$ cat src/rtl/adc_rd_pkg.sv
package adc_rd_pkg;

    typedef enum logic {
        ST_IDLE  = 1'b0,
        ST_BURST = 1'b1
    } burst_state_e;

    typedef struct packed {
        logic sclk;     // registered serial clock level
        logic capture;  // this edge raises sclk: sample data
        logic finish;   // this edge ends the burst: publish word
    } sclk_ctl_t;

    function automatic int unsigned cnt_width(input int unsigned bits);
        return (bits > 1) ? $clog2(bits) : 1;
    endfunction

endpackage

$ cat src/rtl/adc_rd_busy_sync.sv
module adc_rd_busy_sync #(
    parameter int unsigned STAGES = 2
) (
    input  logic clk,
    input  logic rst_n,
    input  logic busy_i,
    output logic fall_o
);
    logic [STAGES-1:0] chain_q;
    logic              last_q;

    generate
        if (STAGES == 1) begin : g_one
            always_ff @(posedge clk) begin
                if (!rst_n) chain_q <= '0;
                else        chain_q <= busy_i;
            end
        end else begin : g_many
            always_ff @(posedge clk) begin
                if (!rst_n) chain_q <= '0;
                else        chain_q <= {chain_q[STAGES-2:0], busy_i};
            end
        end
    endgenerate

    always_ff @(posedge clk) begin
        if (!rst_n) last_q <= 1'b0;
        else        last_q <= chain_q[STAGES-1];
    end

    assign fall_o = last_q & ~chain_q[STAGES-1];
endmodule

$ cat src/rtl/adc_rd_burst_ctl.sv
module adc_rd_burst_ctl
    import adc_rd_pkg::*;
#(
    parameter int unsigned FRAME_BITS = 32
) (
    input  logic      clk,
    input  logic      rst_n,
    input  logic      start_i,
    output sclk_ctl_t ctl_o
);
    localparam int unsigned CW = cnt_width(FRAME_BITS);
    localparam logic [CW-1:0] LAST_IDX = CW'(FRAME_BITS - 1);

    burst_state_e  state_q;
    logic          sclk_q;
    logic          last_q;
    logic [CW-1:0] cnt_q;

    always_ff @(posedge clk) begin
        if (!rst_n) begin
            state_q <= ST_IDLE;
            sclk_q  <= 1'b0;
            last_q  <= 1'b0;
            cnt_q   <= '0;
        end else begin
            case (state_q)
                ST_IDLE: begin
                    sclk_q <= 1'b0;
                    if (start_i) begin
                        state_q <= ST_BURST;
                        cnt_q   <= '0;
                        last_q  <= 1'b0;
                    end
                end
                default: begin
                    if (!sclk_q) begin
                        sclk_q <= 1'b1;
                        if (cnt_q == LAST_IDX) last_q <= 1'b1;
                        else                   cnt_q  <= cnt_q + 1'b1;
                    end else begin
                        sclk_q <= 1'b0;
                        if (last_q) begin
                            state_q <= ST_IDLE;
                            last_q  <= 1'b0;
                        end
                    end
                end
            endcase
        end
    end

    always_comb begin
        ctl_o.sclk    = sclk_q;
        ctl_o.capture = (state_q == ST_BURST) && !sclk_q;
        ctl_o.finish  = (state_q == ST_BURST) && sclk_q && last_q;
    end
endmodule

$ cat src/rtl/adc_rd_shifter.sv
module adc_rd_shifter
    import adc_rd_pkg::*;
#(
    parameter int unsigned FRAME_BITS = 32
) (
    input  logic                  clk,
    input  logic                  rst_n,
    input  sclk_ctl_t             ctl_i,
    input  logic                  sdi_i,
    output logic [FRAME_BITS-1:0] data_o,
    output logic                  valid_o
);
    logic [FRAME_BITS-1:0] shift_q;

    generate
        if (FRAME_BITS == 1) begin : g_single
            always_ff @(posedge clk) begin
                if (!rst_n)             shift_q <= '0;
                else if (ctl_i.capture) shift_q <= sdi_i;
            end
        end else begin : g_wide
            always_ff @(posedge clk) begin
                if (!rst_n)             shift_q <= '0;
                else if (ctl_i.capture) shift_q <= {shift_q[FRAME_BITS-2:0], sdi_i};
            end
        end
    endgenerate

    always_ff @(posedge clk) begin
        if (!rst_n) begin
            data_o  <= '0;
            valid_o <= 1'b0;
        end else begin
            valid_o <= ctl_i.finish;
            if (ctl_i.finish) data_o <= shift_q;
        end
    end
endmodule

$ cat src/rtl/adc_burst_reader.sv
module adc_burst_reader
    import adc_rd_pkg::*;
#(
    parameter int unsigned FRAME_BITS  = 32,
    parameter int unsigned SYNC_STAGES = 2
) (
    input  logic                  clk,
    input  logic                  rst_n,
    input  logic                  busy_i,
    input  logic                  sdi_i,
    output logic                  sclk_o,
    output logic [FRAME_BITS-1:0] data_o,
    output logic                  valid_o
);
    logic      busy_fall;
    sclk_ctl_t ctl;

    adc_rd_busy_sync #(.STAGES(SYNC_STAGES)) u_sync (
        .clk    (clk),
        .rst_n  (rst_n),
        .busy_i (busy_i),
        .fall_o (busy_fall)
    );

    adc_rd_burst_ctl #(.FRAME_BITS(FRAME_BITS)) u_ctl (
        .clk     (clk),
        .rst_n   (rst_n),
        .start_i (busy_fall),
        .ctl_o   (ctl)
    );

    adc_rd_shifter #(.FRAME_BITS(FRAME_BITS)) u_shift (
        .clk     (clk),
        .rst_n   (rst_n),
        .ctl_i   (ctl),
        .sdi_i   (sdi_i),
        .data_o  (data_o),
        .valid_o (valid_o)
    );

    assign sclk_o = ctl.sclk;
endmodule

$ cat config.mk
export PLATFORM = sky130hd
export DESIGN_NAME = adc_burst_reader
export DESIGN_NICKNAME = d
export VERILOG_FILES = /design/src/rtl/adc_rd_pkg.sv /design/src/rtl/adc_rd_busy_sync.sv /design/src/rtl/adc_rd_burst_ctl.sv /design/src/rtl/adc_rd_shifter.sv /design/src/rtl/adc_burst_reader.sv
export SDC_FILE = /design/constraint.sdc
export NUM_CORES = 1
export LEC_CHECK = 0
export ABC_AREA = 1
export BUFFER_PORTS_ARGS = -buffer_cell sky130_fd_sc_hd__buf_2
export CAP_MARGIN = 10
export CORE_ASPECT_RATIO = 1.5
export CORE_MARGIN = 2
export CORE_UTILIZATION = 50
export DETAILED_ROUTE_END_ITERATION = 10
export GPL_TIMING_DRIVEN = 0
export PLACE_DENSITY_LB_ADDON = 0.25
export RECOVER_POWER = 50
export SLEW_MARGIN = 20
export SYNTH_ARGS = -nofsm -noshare
export SYNTH_HDL_FRONTEND = slang
export SYNTH_SLANG_ARGS = --single-unit
export TNS_END_PERCENT = 5
$ cat constraint.sdc
create_clock -name clk -period 1.25 [get_ports clk]
set_input_delay 0.25 -clock clk [delete_from_list [all_inputs] [get_ports clk]]
set_output_delay 0.25 -clock clk [all_outputs]
set_load 0.01 [all_outputs]
# Yosys cells after proc, flatten, opt, wreduce, memory -nomap -nowiden
# Cells that the tools add are included.
# totals
inputBits	4
out_inout_bits	34
register_bits	76
word_cells	37
# classes
n_bitwise	2
n_reduce_logical	8
mux	13
eq_ne	4
n_addsub	1
# op_table
op	count
$mux 5	4
$mux 1	9
$add 5x1->5 const B	1
$eq 5x5->1 const B	1
$ne 2x2->1 const B	2
$reduce_and 2->1	2
$logic_and 1x1->1	3
$ne 3x3->1 const B	1
$reduce_and 3->1	1
$reduce_bool 2->1	1
$and 1x1->1	1
$logic_not 1->1	1
$not 1->1	1

# Longest topological paths before layout
# depth
word_depth	4
ltp_mapped	10
depth_no_buf	10

# Modules after synthesis
# From an unflattened synthesis, not the netlist that was laid out.
# hier_totals
hier_cells	444
area_unflattened_um2	3036.7
# by_module_without_submodules
mod	area_per_inst_um2	instances	seq_area_each_um2	cells_per_inst
adc_rd_shifter	2565.0	1	1301.2	377
adc_rd_burst_ctl	381.6	1	160.2	56
adc_rd_busy_sync	90.1	1	60.1	11

# Least setup slack after synthesis
# No wires, ideal clock.
# synth_path
path_kind	register to register
start	register u_ctl.cnt_q[0]
end	register u_ctl.cnt_q[3]
arrival_time_ns	1.273
slack_ns	-0.138
t_required_ns	1.135
period_less_slack_ns	1.388
stages_incl_launch_ff	11
n_path_buf	0
setup_ns	0.115
path_cell_list	dfxtp_1 -> ha_1 -> nand2_1 -> nor2_1 -> ha_1 -> nor2_1 -> nand2_1 -> nand2_1 -> nand3_1 -> nand2_1 -> nor2_1
# synth_between
elab_chain_cells	4
word_cells_on_any_way	7
cone_classes	1 x add/sub; 2 x eq/ne; 3 x mux; 1 x reduce/logical
# synth_rtl
item	line	rtl
start: declaration	adc_rd_burst_ctl.sv:17	logic [CW-1:0] cnt_q;
start signal: assignment	adc_rd_burst_ctl.sv:39	else cnt_q <= cnt_q + 1'b1;
$add 5x1->5	adc_rd_burst_ctl.sv:39	
$mux 5	adc_rd_burst_ctl.sv:38	if (cnt_q == LAST_IDX) last_q <= 1'b1;
$mux 5	adc_rd_burst_ctl.sv:36	if (!sclk_q) begin
$mux 5	adc_rd_burst_ctl.sv:26	case (state_q)
# Parallel ways exist; a longest one is shown, timed or not. The select of a mux whose other input is x is not followed.
# A chain may end at the register's enable or synchronous reset.

# Worst setup path in the final report
# layout_path
start	register u_ctl.cnt_q[0]
end	register u_ctl.cnt_q[1]
# The elaborated chain is that of the path after synthesis.

==> flow_summary.toml <==
[outcome]
status = "complete, but fails checks"
violations = "setup timing"

[critical_path]
cp-start-kind = "register"
cp_max_fo = 3
critPathCaptureType = "register"
worstSetupPathDepth = 9
critPathSlowestCell = "dfxtp_4"
required_ns = 1.48
crit_chain = "ha_4, nand2_2, nor2_2, ha_2, nor2_1, nand2_2, buf_4, nand3_1, a21oi_1"
path_common_cell = "nand2_2"
cp_top_family = "simple AND/OR/NAND/NOR gates"
reg2reg_depth = 9
crit_type = "reg -> reg"
cp_data_arrival_time_ns = 1.66
max_stage_delay_ns = 0.36
cp_num_buf_inv = 1

[hold_path]
worst_hold_path_type = "in -> reg"
min_path_cells = 3

[clock_network]
path_clk_slew_ns = 0.08
numCtsBuffers = 9
cts_tree = "built"
htreeDepth = 3
clock-sinks = 76
clk_latency_ns = 0.34
cts_hold_buffers = 0
root_buffer = "clkbuf_8"
cts_max_path_buffers = 2

[route]
post_drt_wl_per_cell_um = 11.5
drtAntennaViolNets = 0
dr.pass1.iters = 4
wirelength_mm = 5.39
num_vias = 2295
drc = 0
vias_per_cell = 4.90
drtIter0Drc = 110

[timing]
tns_ns = -1.16
slew_headroom_pct = 71.0
setup_ws_ns = -0.187
hold_violations = 0
clock-skew-final_ns = 0.00836
rsz0062_at_grt = "yes"
max_freq_mhz = 696
worstMarginPinSlew_ns = 0.435
setup_viol = 38
report.final.slew_viol_count = 0
timing.final.crit_share_pct = 115
period_needed_ns = 1.44

[logic_synthesis]
async_flop_share_pct = 0
synth-seq-area-share_pct = 56.7
yosysMostFrequentCell = "nand2_1"
synth_cell_types = 19
ys_top_cells_by_count = "nand2_1 (81), dfxtp_1 (76), nor2_1 (71), nand3_1 (36), o21ai_0 (33)"
synth_edf_count = 0
netlist_area_mm2 = 0.00268
ys_ff_latch = 76
yosys_warnings = 0
synth_top_area_cell = "dfxtp_1"
synth_nets = 348
synth_top_area_share_pct = 56.7
syn_area_per_cell_um2 = 7.84
ys.flop_type = "dfxtp_1"
synthCells = 342
ys_top_cells_by_area = "dfxtp_1 (57%), nand2_1 (11%), nor2_1 (9.9%)"

[floorplanning]
die_y_um = 93.7
die-area_mm2 = 0.00598
die_w_um = 63.8
rows = 32
start_util_pct = 51.9
core-area_mm2 = 0.00516
pin_count = 38

[grt]
first_global_vias = 2104
antenna_found_initial = 0
grt_usage_pct = 19.4
grt_pass1_wl_mm = 9.11
grt_max_degree = 14
grt.overflow.total = 0

[layout]
nNetsFinal = 401
drive_gt1_share_pct = 14.8
fin_util_pct = 63.5
syn2layout_area_growth_pct = 22.2
diodes = 0

[run]
cap_violations = 0

[power_and_ir_drop]
power_w = 0.00508
p_leak_nw = 1.42
ir_drop_mv = 0.856
powerDensity_mw_per_mm2 = 1550

[place]
io_buffers = 36
hpwl_mm = 3.60
gp_congestion = 0.739
-- per-stage QoR --
stage / hold slack (ns) / worst slack (ns) / std cells / cell area (µm²)
CTS: 0.0904 / -0.168 / 465 / 3270
floorplan: 0.348 / -0.0507 / 342 / 2710
finish: 0.0968 / -0.187 / 468 / 3280
detailed placement: 0.403 / -0.181 / 446 / 2980
global route: 0.101 / -0.233 / 468 / 3280
global placement: 0.400 / -0.150 / 446 / 2980
-- power breakdown --
| group | internal (W) | leakage (nW) | total (W) | switching (W) |
|---|---|---|---|---|
| registers | 0.00247 | 0.617 | 0.00250 | 0.0000347 |
| logic | 0.0000640 | 0.667 | 0.000181 | 0.000117 |
| clock network | 0.00152 | 0.133 | 0.00240 | 0.000874 |
-- final timing paths --
| kind | startpoint | endpoint | slack (ns) |
|---|---|---|---|
| worst max register to register | u_ctl.cnt_q[0] | u_ctl.cnt_q[1] | -0.19 |
| worst min-delay path | busy_i | u_sync.chain_q[0] | 0.1 |
| worst max-delay path | u_ctl.cnt_q[0] | u_ctl.cnt_q[1] | -0.19 |
| worst min register to register | u_sync.chain_q[0] | u_sync.chain_q[1] | 0.42 |
-- worst min-delay path: stages --
cell and delay [ns]:
buf_2 0.08, nand2_1 0.04, inv_1 0.04
-- final cells by class --
type | count | area, µm²
buffer | 20 | 115
tap | 68 | 85.1
clock inverter | 7 | 139
fill | 456 | 1890
sequential | 76 | 1530
clock buffer | 9 | 124
inverter | 13 | 48.8
timing repair buffer | 42 | 186
multi-input combinational | 233 | 1050
-- timing repair --
item,CTS,global route
setup endpoints to repair,25,66
setup buffers,3,3
pin swaps,5,5
resized for setup,5,12
endpoints found under the hold margin,0,0
-- state kept, by name (all words and copies together) (netlist names) --
signal           count
u_ctl.cnt_q          5
u_ctl.last_q         1
u_ctl.sclk_q         1
u_ctl.state_q        1
u_shift.data_o      32
u_shift.shift_q     32
u_shift.valid_o      1
u_sync.chain_q       2
u_sync.last_q        1
-- kinds of logic after synthesis --
logic type	share of synthesized area, %
compound gates	7.46
fa+ha+maj	0.933
buf+inv	6.06
flops	56.7
simple gates	28.8
-- per-layer routing --
metal,wire [µm],vias to the layer above,GRT usage (%)
li1,-,1190,-
met3,195,9,3.96
met2,2780,41,32.0
met5,0,-,0
met4,85,0,9.78
met1,2340,1055,23.8
-- placed cells by master (no fill, tap or decap), drive strengths merged --
cell / synthesis / final
a21oi: 7 / 7
nand2: 82 / 82
nor2: 72 / 72
clkinv: 1 / 4
clkbuf: 7 / 48
inv: 12 / 12
nor3: 1 / 1
o21ai: 33 / 33
bufinv: 0 / 4
nand3: 36 / 36
ha: 2 / 2
dfxtp: 76 / 76
buf: 13 / 23
Power figures use the tool's default switching activity.
